## src/rtl/pa_pkg.sv

```systemverilog
`timescale 1ns/1ps
package pa_pkg;
    localparam int NPH  = 4;
    localparam int SELW = $clog2(NPH);

    typedef logic [NPH-1:0]  phvec_t;
    typedef logic [SELW-1:0] phsel_t;

    function automatic int dly_bits(input int depth);
        return (depth > 2) ? $clog2(depth) : 1;
    endfunction
endpackage

```

## src/rtl/pa_edge_finder.sv

```systemverilog
`timescale 1ns/1ps
module pa_edge_finder
    import pa_pkg::*;
(
    input  logic   clk,
    input  logic   rst_n,
    input  phvec_t samp_i,
    output logic   any_o,
    output phsel_t bin_o
);
    typedef struct packed {
        logic last;
    } ef_state_t;

    ef_state_t st_q, st_d;
    phvec_t    edg;

    assign edg[0] = samp_i[0] ^ st_q.last;
    for (genvar k = 1; k < NPH; k++) begin : g_edge
        assign edg[k] = samp_i[k] ^ samp_i[k-1];
    end

    always_comb begin
        st_d      = st_q;
        st_d.last = samp_i[NPH-1];
        any_o     = |edg;
        bin_o     = '0;
        for (int k = NPH - 1; k >= 0; k--) begin
            if (edg[k]) bin_o = phsel_t'(k);
        end
    end

    always_ff @(posedge clk or negedge rst_n) begin
        if (!rst_n) st_q <= '0;
        else        st_q <= st_d;
    end


    wrap_edge_chk: assert property (@(posedge clk) disable iff (!rst_n)
        (samp_i[0] != $past(samp_i[NPH-1])) |-> (any_o && bin_o == '0));
endmodule

```

## src/rtl/pa_run_tracker.sv

```systemverilog
`timescale 1ns/1ps
module pa_run_tracker
    import pa_pkg::*;
#(
    parameter int LOCK_RUN = 4
) (
    input  logic   clk,
    input  logic   rst_n,
    input  logic   any_i,
    input  phsel_t bin_i,
    output logic   fire_o,
    output phsel_t target_o
);
    localparam int                CNT_W   = $clog2(LOCK_RUN + 1);
    localparam logic [CNT_W-1:0]  RUN_MAX = CNT_W'(LOCK_RUN);
    localparam phsel_t            HALF    = phsel_t'(NPH / 2);

    typedef struct packed {
        phsel_t           last_bin;
        logic [CNT_W-1:0] cnt;
    } rt_state_t;

    rt_state_t st_q, st_d;
    logic      match;

    always_comb begin
        st_d   = st_q;
        fire_o = 1'b0;
        match  = (bin_i == st_q.last_bin) && (st_q.cnt != '0);
        if (any_i) begin
            if (!match)                 st_d.cnt = CNT_W'(1);
            else if (st_q.cnt != RUN_MAX) st_d.cnt = st_q.cnt + CNT_W'(1);
            st_d.last_bin = bin_i;
            fire_o = (st_d.cnt == RUN_MAX) && !(match && st_q.cnt == RUN_MAX);
        end
        target_o = st_d.last_bin + HALF;
    end

    always_ff @(posedge clk or negedge rst_n) begin
        if (!rst_n) st_q <= '0;
        else        st_q <= st_d;
    end


    cnt_in_range_chk: assert property (@(posedge clk) disable iff (!rst_n)
        st_q.cnt <= RUN_MAX);


    fire_needs_run_chk: assert property (@(posedge clk) disable iff (!rst_n)
        (fire_o && LOCK_RUN > 1) |->
            (any_i && st_q.last_bin == bin_i && st_q.cnt == RUN_MAX - CNT_W'(1)));
endmodule

```

## src/rtl/pa_phase_switch.sv

```systemverilog
`timescale 1ns/1ps
module pa_phase_switch
    import pa_pkg::*;
#(
    parameter  int HIST_DEPTH = 3,
    localparam int DLY_W      = dly_bits(HIST_DEPTH)
) (
    input  logic             clk,
    input  logic             rst_n,
    input  logic             fire_i,
    input  phsel_t           target_i,
    output phsel_t           sel_nx_o,
    output logic [DLY_W-1:0] dly_nx_o,
    output logic             hold_o,
    output phsel_t           sel_o,
    output logic             lock_o
);
    localparam logic [DLY_W-1:0] DLY_MAX  = DLY_W'(HIST_DEPTH - 1);
    localparam phsel_t           SEL_LAST = phsel_t'(NPH - 1);

    typedef struct packed {
        phsel_t           sel;
        logic [DLY_W-1:0] dly;
        logic             lock;
    } ps_state_t;

    ps_state_t st_q, st_d;
    logic      go_later, go_earlier;

    always_comb begin
        st_d       = st_q;
        hold_o     = 1'b0;
        go_later   = (target_i == SEL_LAST) && (st_q.sel == '0);
        go_earlier = (target_i == '0) && (st_q.sel == SEL_LAST);
        if (fire_i) begin
            if (go_later) begin
                if (st_q.dly != DLY_MAX) begin
                    st_d.dly  = st_q.dly + DLY_W'(1);
                    st_d.sel  = target_i;
                    st_d.lock = 1'b1;
                end
            end else if (go_earlier) begin
                if (st_q.dly != '0) st_d.dly = st_q.dly - DLY_W'(1);
                else                hold_o   = 1'b1;
                st_d.sel  = target_i;
                st_d.lock = 1'b1;
            end else begin
                st_d.sel  = target_i;
                st_d.lock = 1'b1;
            end
        end
        sel_nx_o = st_d.sel;
        dly_nx_o = st_d.dly;
        sel_o    = st_q.sel;
        lock_o   = st_q.lock;
    end

    always_ff @(posedge clk or negedge rst_n) begin
        if (!rst_n) st_q <= '0;
        else        st_q <= st_d;
    end


    dly_bound_chk: assert property (@(posedge clk) disable iff (!rst_n)
        st_q.dly <= DLY_MAX);


    later_grows_dly_chk: assert property (@(posedge clk) disable iff (!rst_n)
        (st_q.sel == SEL_LAST && $past(st_q.sel) == '0) |->
            (st_q.dly == $past(st_q.dly) + DLY_W'(1)));
endmodule

```

## src/rtl/pa_sample_tap.sv

```systemverilog
`timescale 1ns/1ps
module pa_sample_tap
    import pa_pkg::*;
#(
    parameter  int HIST_DEPTH = 3,
    localparam int DLY_W      = dly_bits(HIST_DEPTH)
) (
    input  logic             clk,
    input  logic             rst_n,
    input  phvec_t           samp_i,
    input  phsel_t           sel_i,
    input  logic [DLY_W-1:0] dly_i,
    input  logic             hold_i,
    output logic             data_o,
    output logic             slip_o
);
    localparam int DEPTH_M1 = HIST_DEPTH - 1;

    typedef struct packed {
        logic [DEPTH_M1-1:0][NPH-1:0] hist;
        logic                         data;
        logic                         slip;
    } tap_state_t;

    tap_state_t st_q, st_d;
    logic       pick;

    always_comb begin
        st_d         = st_q;
        st_d.hist[0] = samp_i;
        for (int k = 1; k < DEPTH_M1; k++) st_d.hist[k] = st_q.hist[k-1];
        pick = samp_i[sel_i];
        for (int k = 1; k <= DEPTH_M1; k++) begin
            if (dly_i == DLY_W'(k)) pick = st_q.hist[k-1][sel_i];
        end
        st_d.data = hold_i ? st_q.data : pick;
        st_d.slip = hold_i;
        data_o    = st_q.data;
        slip_o    = st_q.slip;
    end

    always_ff @(posedge clk or negedge rst_n) begin
        if (!rst_n) st_q <= '0;
        else        st_q <= st_d;
    end


    hold_keeps_data_chk: assert property (@(posedge clk) disable iff (!rst_n)
        slip_o |-> (data_o == $past(data_o)));


    tap_current_chk: assert property (@(posedge clk) disable iff (!rst_n)
        $past(!hold_i && dly_i == '0) |-> (data_o == $past(samp_i[sel_i])));
endmodule

```

## src/rtl/phase_align_chan.sv

```systemverilog
`timescale 1ns/1ps
module phase_align_chan
    import pa_pkg::*;
#(
    parameter int LOCK_RUN   = 4,
    parameter int HIST_DEPTH = 3
) (
    input  logic       clk,
    input  logic       rst_n,
    input  logic [3:0] samp_i,
    output logic       data_o,
    output logic       slip_o,
    output logic       lock_o,
    output logic [1:0] sel_o
);
    localparam int     DLY_W    = dly_bits(HIST_DEPTH);
    localparam phsel_t SEL_LAST = phsel_t'(NPH - 1);

    logic             any_w, fire_w, hold_w;
    phsel_t           bin_w, target_w, sel_nx_w, sel_w;
    logic [DLY_W-1:0] dly_nx_w;

    pa_edge_finder u_edge (
        .clk    (clk),
        .rst_n  (rst_n),
        .samp_i (samp_i),
        .any_o  (any_w),
        .bin_o  (bin_w)
    );

    pa_run_tracker #(.LOCK_RUN(LOCK_RUN)) u_run (
        .clk      (clk),
        .rst_n    (rst_n),
        .any_i    (any_w),
        .bin_i    (bin_w),
        .fire_o   (fire_w),
        .target_o (target_w)
    );

    pa_phase_switch #(.HIST_DEPTH(HIST_DEPTH)) u_switch (
        .clk      (clk),
        .rst_n    (rst_n),
        .fire_i   (fire_w),
        .target_i (target_w),
        .sel_nx_o (sel_nx_w),
        .dly_nx_o (dly_nx_w),
        .hold_o   (hold_w),
        .sel_o    (sel_w),
        .lock_o   (lock_o)
    );

    pa_sample_tap #(.HIST_DEPTH(HIST_DEPTH)) u_tap (
        .clk    (clk),
        .rst_n  (rst_n),
        .samp_i (samp_i),
        .sel_i  (sel_nx_w),
        .dly_i  (dly_nx_w),
        .hold_i (hold_w),
        .data_o (data_o),
        .slip_o (slip_o)
    );

    assign sel_o = sel_w;


    lock_sticky_chk: assert property (@(posedge clk) disable iff (!rst_n)
        lock_o |=> lock_o);


    unlocked_sel_zero_chk: assert property (@(posedge clk) disable iff (!rst_n)
        !lock_o |-> (sel_o == '0));


    slip_on_wrap_chk: assert property (@(posedge clk) disable iff (!rst_n)
        slip_o |-> (sel_o == '0 && $past(sel_o) == SEL_LAST));


    slip_single_chk: assert property (@(posedge clk) disable iff (!rst_n)
        slip_o |=> !slip_o);
endmodule

```

## config.mk

```make
export PLATFORM = sky130hd
export DESIGN_NAME = phase_align_chan
export DESIGN_NICKNAME = d
export VERILOG_FILES = /design/src/rtl/pa_pkg.sv /design/src/rtl/pa_edge_finder.sv /design/src/rtl/pa_run_tracker.sv /design/src/rtl/pa_phase_switch.sv /design/src/rtl/pa_sample_tap.sv /design/src/rtl/phase_align_chan.sv
export SDC_FILE = /design/constraint.sdc
export NUM_CORES = 1
export LEC_CHECK = 0
export BUFFER_PORTS_ARGS = -buffer_cell sky130_fd_sc_hd__buf_2
export CORE_MARGIN = 5
export CORE_UTILIZATION = 50
export DETAILED_ROUTE_END_ITERATION = 7
export PLACE_DENSITY = 0.72
export SETUP_SLACK_MARGIN = 0.15
export SYNTH_ARGS = -nofsm -noshare
export SYNTH_HDL_FRONTEND = slang
export SYNTH_SLANG_ARGS = --single-unit
```

## constraint.sdc

```tcl
create_clock -name clk -period 2.58 [get_ports clk]
set_input_delay 0.387 -clock clk [delete_from_list [all_inputs] [get_ports clk]]
set_output_delay 0.387 -clock clk [all_outputs]
set_load 0.02 [all_outputs]
```

==> metrics.txt <==
status finished, violations left; violated checks negative hold slack, negative setup slack; Core Region 2250 sq um; Avg Inst Size Synth 10.5 sq um; final setup vio count 1; routability cong. 0.900; Die H 59.1 microns; CP Class flop to flop; layout cells sized above 1 45.9%; max-slew violation count 0; first-pass GRT wire length 5140 microns; drt pass-1 iters 4; routed vias/inst 5.65; Async S/R FF share, synth 100%; Worst Setup End Kind flop; P&R area growth vs syn 35.6%; Power Dens Cells 784 nW/um^2; Post-synth EDFFs 0; most common cell after layout, fill and taps aside buf_4; H-tree depth reported by CTS 1; most frequent cells in the layout 32 x buf_4, 20 x dfrtp_1, 10 x buf_2, 8 x inv_1; Routed Antenna Nets 0; Sw Share 35.9%; Port Buffer Count 10; Fin Hold WS -0.000221 ns; Die Width 59.1 microns; clock group share of total power 20.6%; All-Layer GR Usage 19.7%; antenna violations before repair 0; setup TNS -0.0814 ns; met3 Use GR 2.83%; CP max-delay cell dfrtp_1; Post-Synth Adder-Cell Area 6.24%; Arrival @ worst endpoint 2.87 ns; First DRT Iteration DRCs 33; Setup WS pre-CTS -0.314 ns; post-route insts no fill 185; Cell Chain, Critical Path inv_1 > ha_1 > a21o_1 > a2111oi_4 > buf_4 > and3_4 > nor2_4 > mux4_2 > a22oi_1 > nand3_1; largest family of logic cells by synthesized area compound AO/OA/AOI/OAI gates; area share of and/or/nand/nor cells after synthesis 21.0%; Hold Vio Cnt, Final 1; CTS sink count 20; Post-Route WL 2940 microns; YS warnings 0; Final nets 170; HP Class primary input to async pin; minimum clock period 2.66 ns; met2 Resource Use GR 33.0%; CTS buffer count 3; met1 Usage GRT 24.5%; largest net degree at the start of global routing 21; Int Pwr 819 uW; clock root buffer master clkbuf_4; ys flop type dfrtp_1; Logic pwr share 45.7%; Starting Density 53.4%; worst slew pin tran 0.470 ns; Mapped Cells 115; post-synthesis xor/xnor area fraction 0%; CP required 2.79 ns; Inserted Diodes 0; drt wl/cell 15.9 microns; worst-path fanout max 5; Filler Cells Inserted 174; cts hold-fix bufs 0; total grt overflow 0; Fmax 376 MHz; Clock Latency Late Sink 0.31 ns; Max Cap Violations 0; hpwl dp 2170 microns; peak supply drop 497 uV; crit share post-route 103%; Design Power 1280 uW; Syn Nets 127; Placed Instances 176; Critical Path Source Type flop; DRC viols 0; busiest grt layer met2; cells on worst reg2reg path 10; largest stage delay on the critical path 0.42 ns; register area share after synthesis 41.6%; Rel. slew slack 68.5%; skew final 0.000431 ns; worst r2r src u_run.st_q[0]; final critical-path setup slack -0.0814 ns; vias in the first global route 1,075; die area 3490 sq um; Leak 0.000726 uW; r2r setup slk -0.08 ns; FF-to-FF End u_tap.data_o; FP Rows 17; I/O Pins 11; Longest Clk Path Bufs 2; CTS tree yes; vias after detailed routing 1,046; Switching Power 460 uW; post-synthesis compound-gate area fraction 21.8%; post-synthesis mux area share 4.37%; library cells used by synthesis 42; Yosys reg bits 20; RSZ-0062 raised after global routing true; Synth Cell Area 1200 sq um; clock slew at reported path FFs 0.12 ns; Seq pwr share 33.7%
metrics by stage:
stage               util [%]  cell area (sq um)  hold slack (ns)
floorplan                  -               1210           0.0914
global placement        65.1               1470            0.352
detailed placement      65.1               1470            0.359
CTS                     70.5               1590           0.0108
global route            72.4               1630          0.00942
finish                  72.4               1630        -0.000221
routing by layer:
metal  up-vias  part of all wire [%]
li1        511                     -
met1       500                    41
met2        24                    51
met3        11                   3.7
met4         0                   3.8
met5         -                     0
cell families after synthesis:
| group | Yosys count |
|---|---|
| compound gates | 33 |
| buf+inv | 12 |
| fa+ha+maj | 6 |
| flops | 20 |
| mux | 2 |
| simple gates | 42 |
Yosys cell counts, types with 2 or more instances:
master    number  share of area, %
a21o_1         2               1.2
a21oi_1        7               2.9
a22oi_1        3               1.9
a31o_2         2               1.5
a31oi_1        3               1.6
a32oi_1        2               1.5
buf_4          2               1.2
dfrtp_1       20                42
ha_1           6               6.2
inv_1          8               2.5
mux4_1         2               4.4
nand2_1        6               1.9
nand3_1        6               2.5
nand3b_1       2               1.2
nor2_1         3              0.94
nor3_1         6               2.5
nor3b_1        4               2.5
o21ai_0        3               1.2
o21bai_1       2               1.2
or2_1          2               1.0
or2b_1         3               1.9
how the worst max path moves through the flow:
stage / to / depth (start not counted) / from
final: u_tap.data_o / 10 / u_run.st_q[0]
after global placement: u_tap.data_o / 10 / samp_i[0]
after detailed placement: u_tap.data_o / 10 / samp_i[0]
after CTS: u_tap.data_o / 9 / u_run.st_q[0]
after global routing: u_tap.data_o / 14 / u_edge.st_q
after floorplan: u_tap.data_o / 9 / samp_i[2]
cell type report:
cell class,instances,area [sq um],area share (%)
Clock inverter,1,30.0,1.84
Clock buffer,3,22.5,1.38
Timing Repair Buffer,42,290,17.8
Sequential cell,20,500,30.7
Inverter,8,30.0,1.84
Tap cell,28,35.0,2.15
Multi-Input combinational cell,83,723,44.3
critical path: cells and delay by family, from the launching register on:
family / cells / cell delay (ns)
buffers and inverters: 2 / 0.30
and+or+nand+nor: 3 / 0.34
adders and majority gates: 1 / 0.28
DFF: 1 / 0.42
muxes: 1 / 0.42
AOI/OAI and AO/OA: 3 / 0.79
timing repair:
item,4_1_cts,5_1_grt
resized for setup,9,7
hold endpoints to repair,0,0
pin swaps,5,4
buffers inserted,4,1
endpoints found under the setup margin,1,3
sequential cells by signal (all words and copies together) (netlist names):
register	flops
u_run.st_q	5
u_switch.st_q	2
u_switch.sel_o	2
u_switch.lock_o	1
u_edge.st_q	1
u_tap.data_o	1
u_tap.st_q	4
u_tap.st_d	3
u_tap.slip_o	1
power groups by stage:
stage               registers [uW]  clock network (uW)  logic [uW]
floorplan                      440                   0         353
global placement               428                   0         493
CTS                            428                 266         557
finish                         431                 263         585
global route                   442                 287         638
detailed placement             433                   0         517
Note: power is estimated with default switching activity, not from simulation.
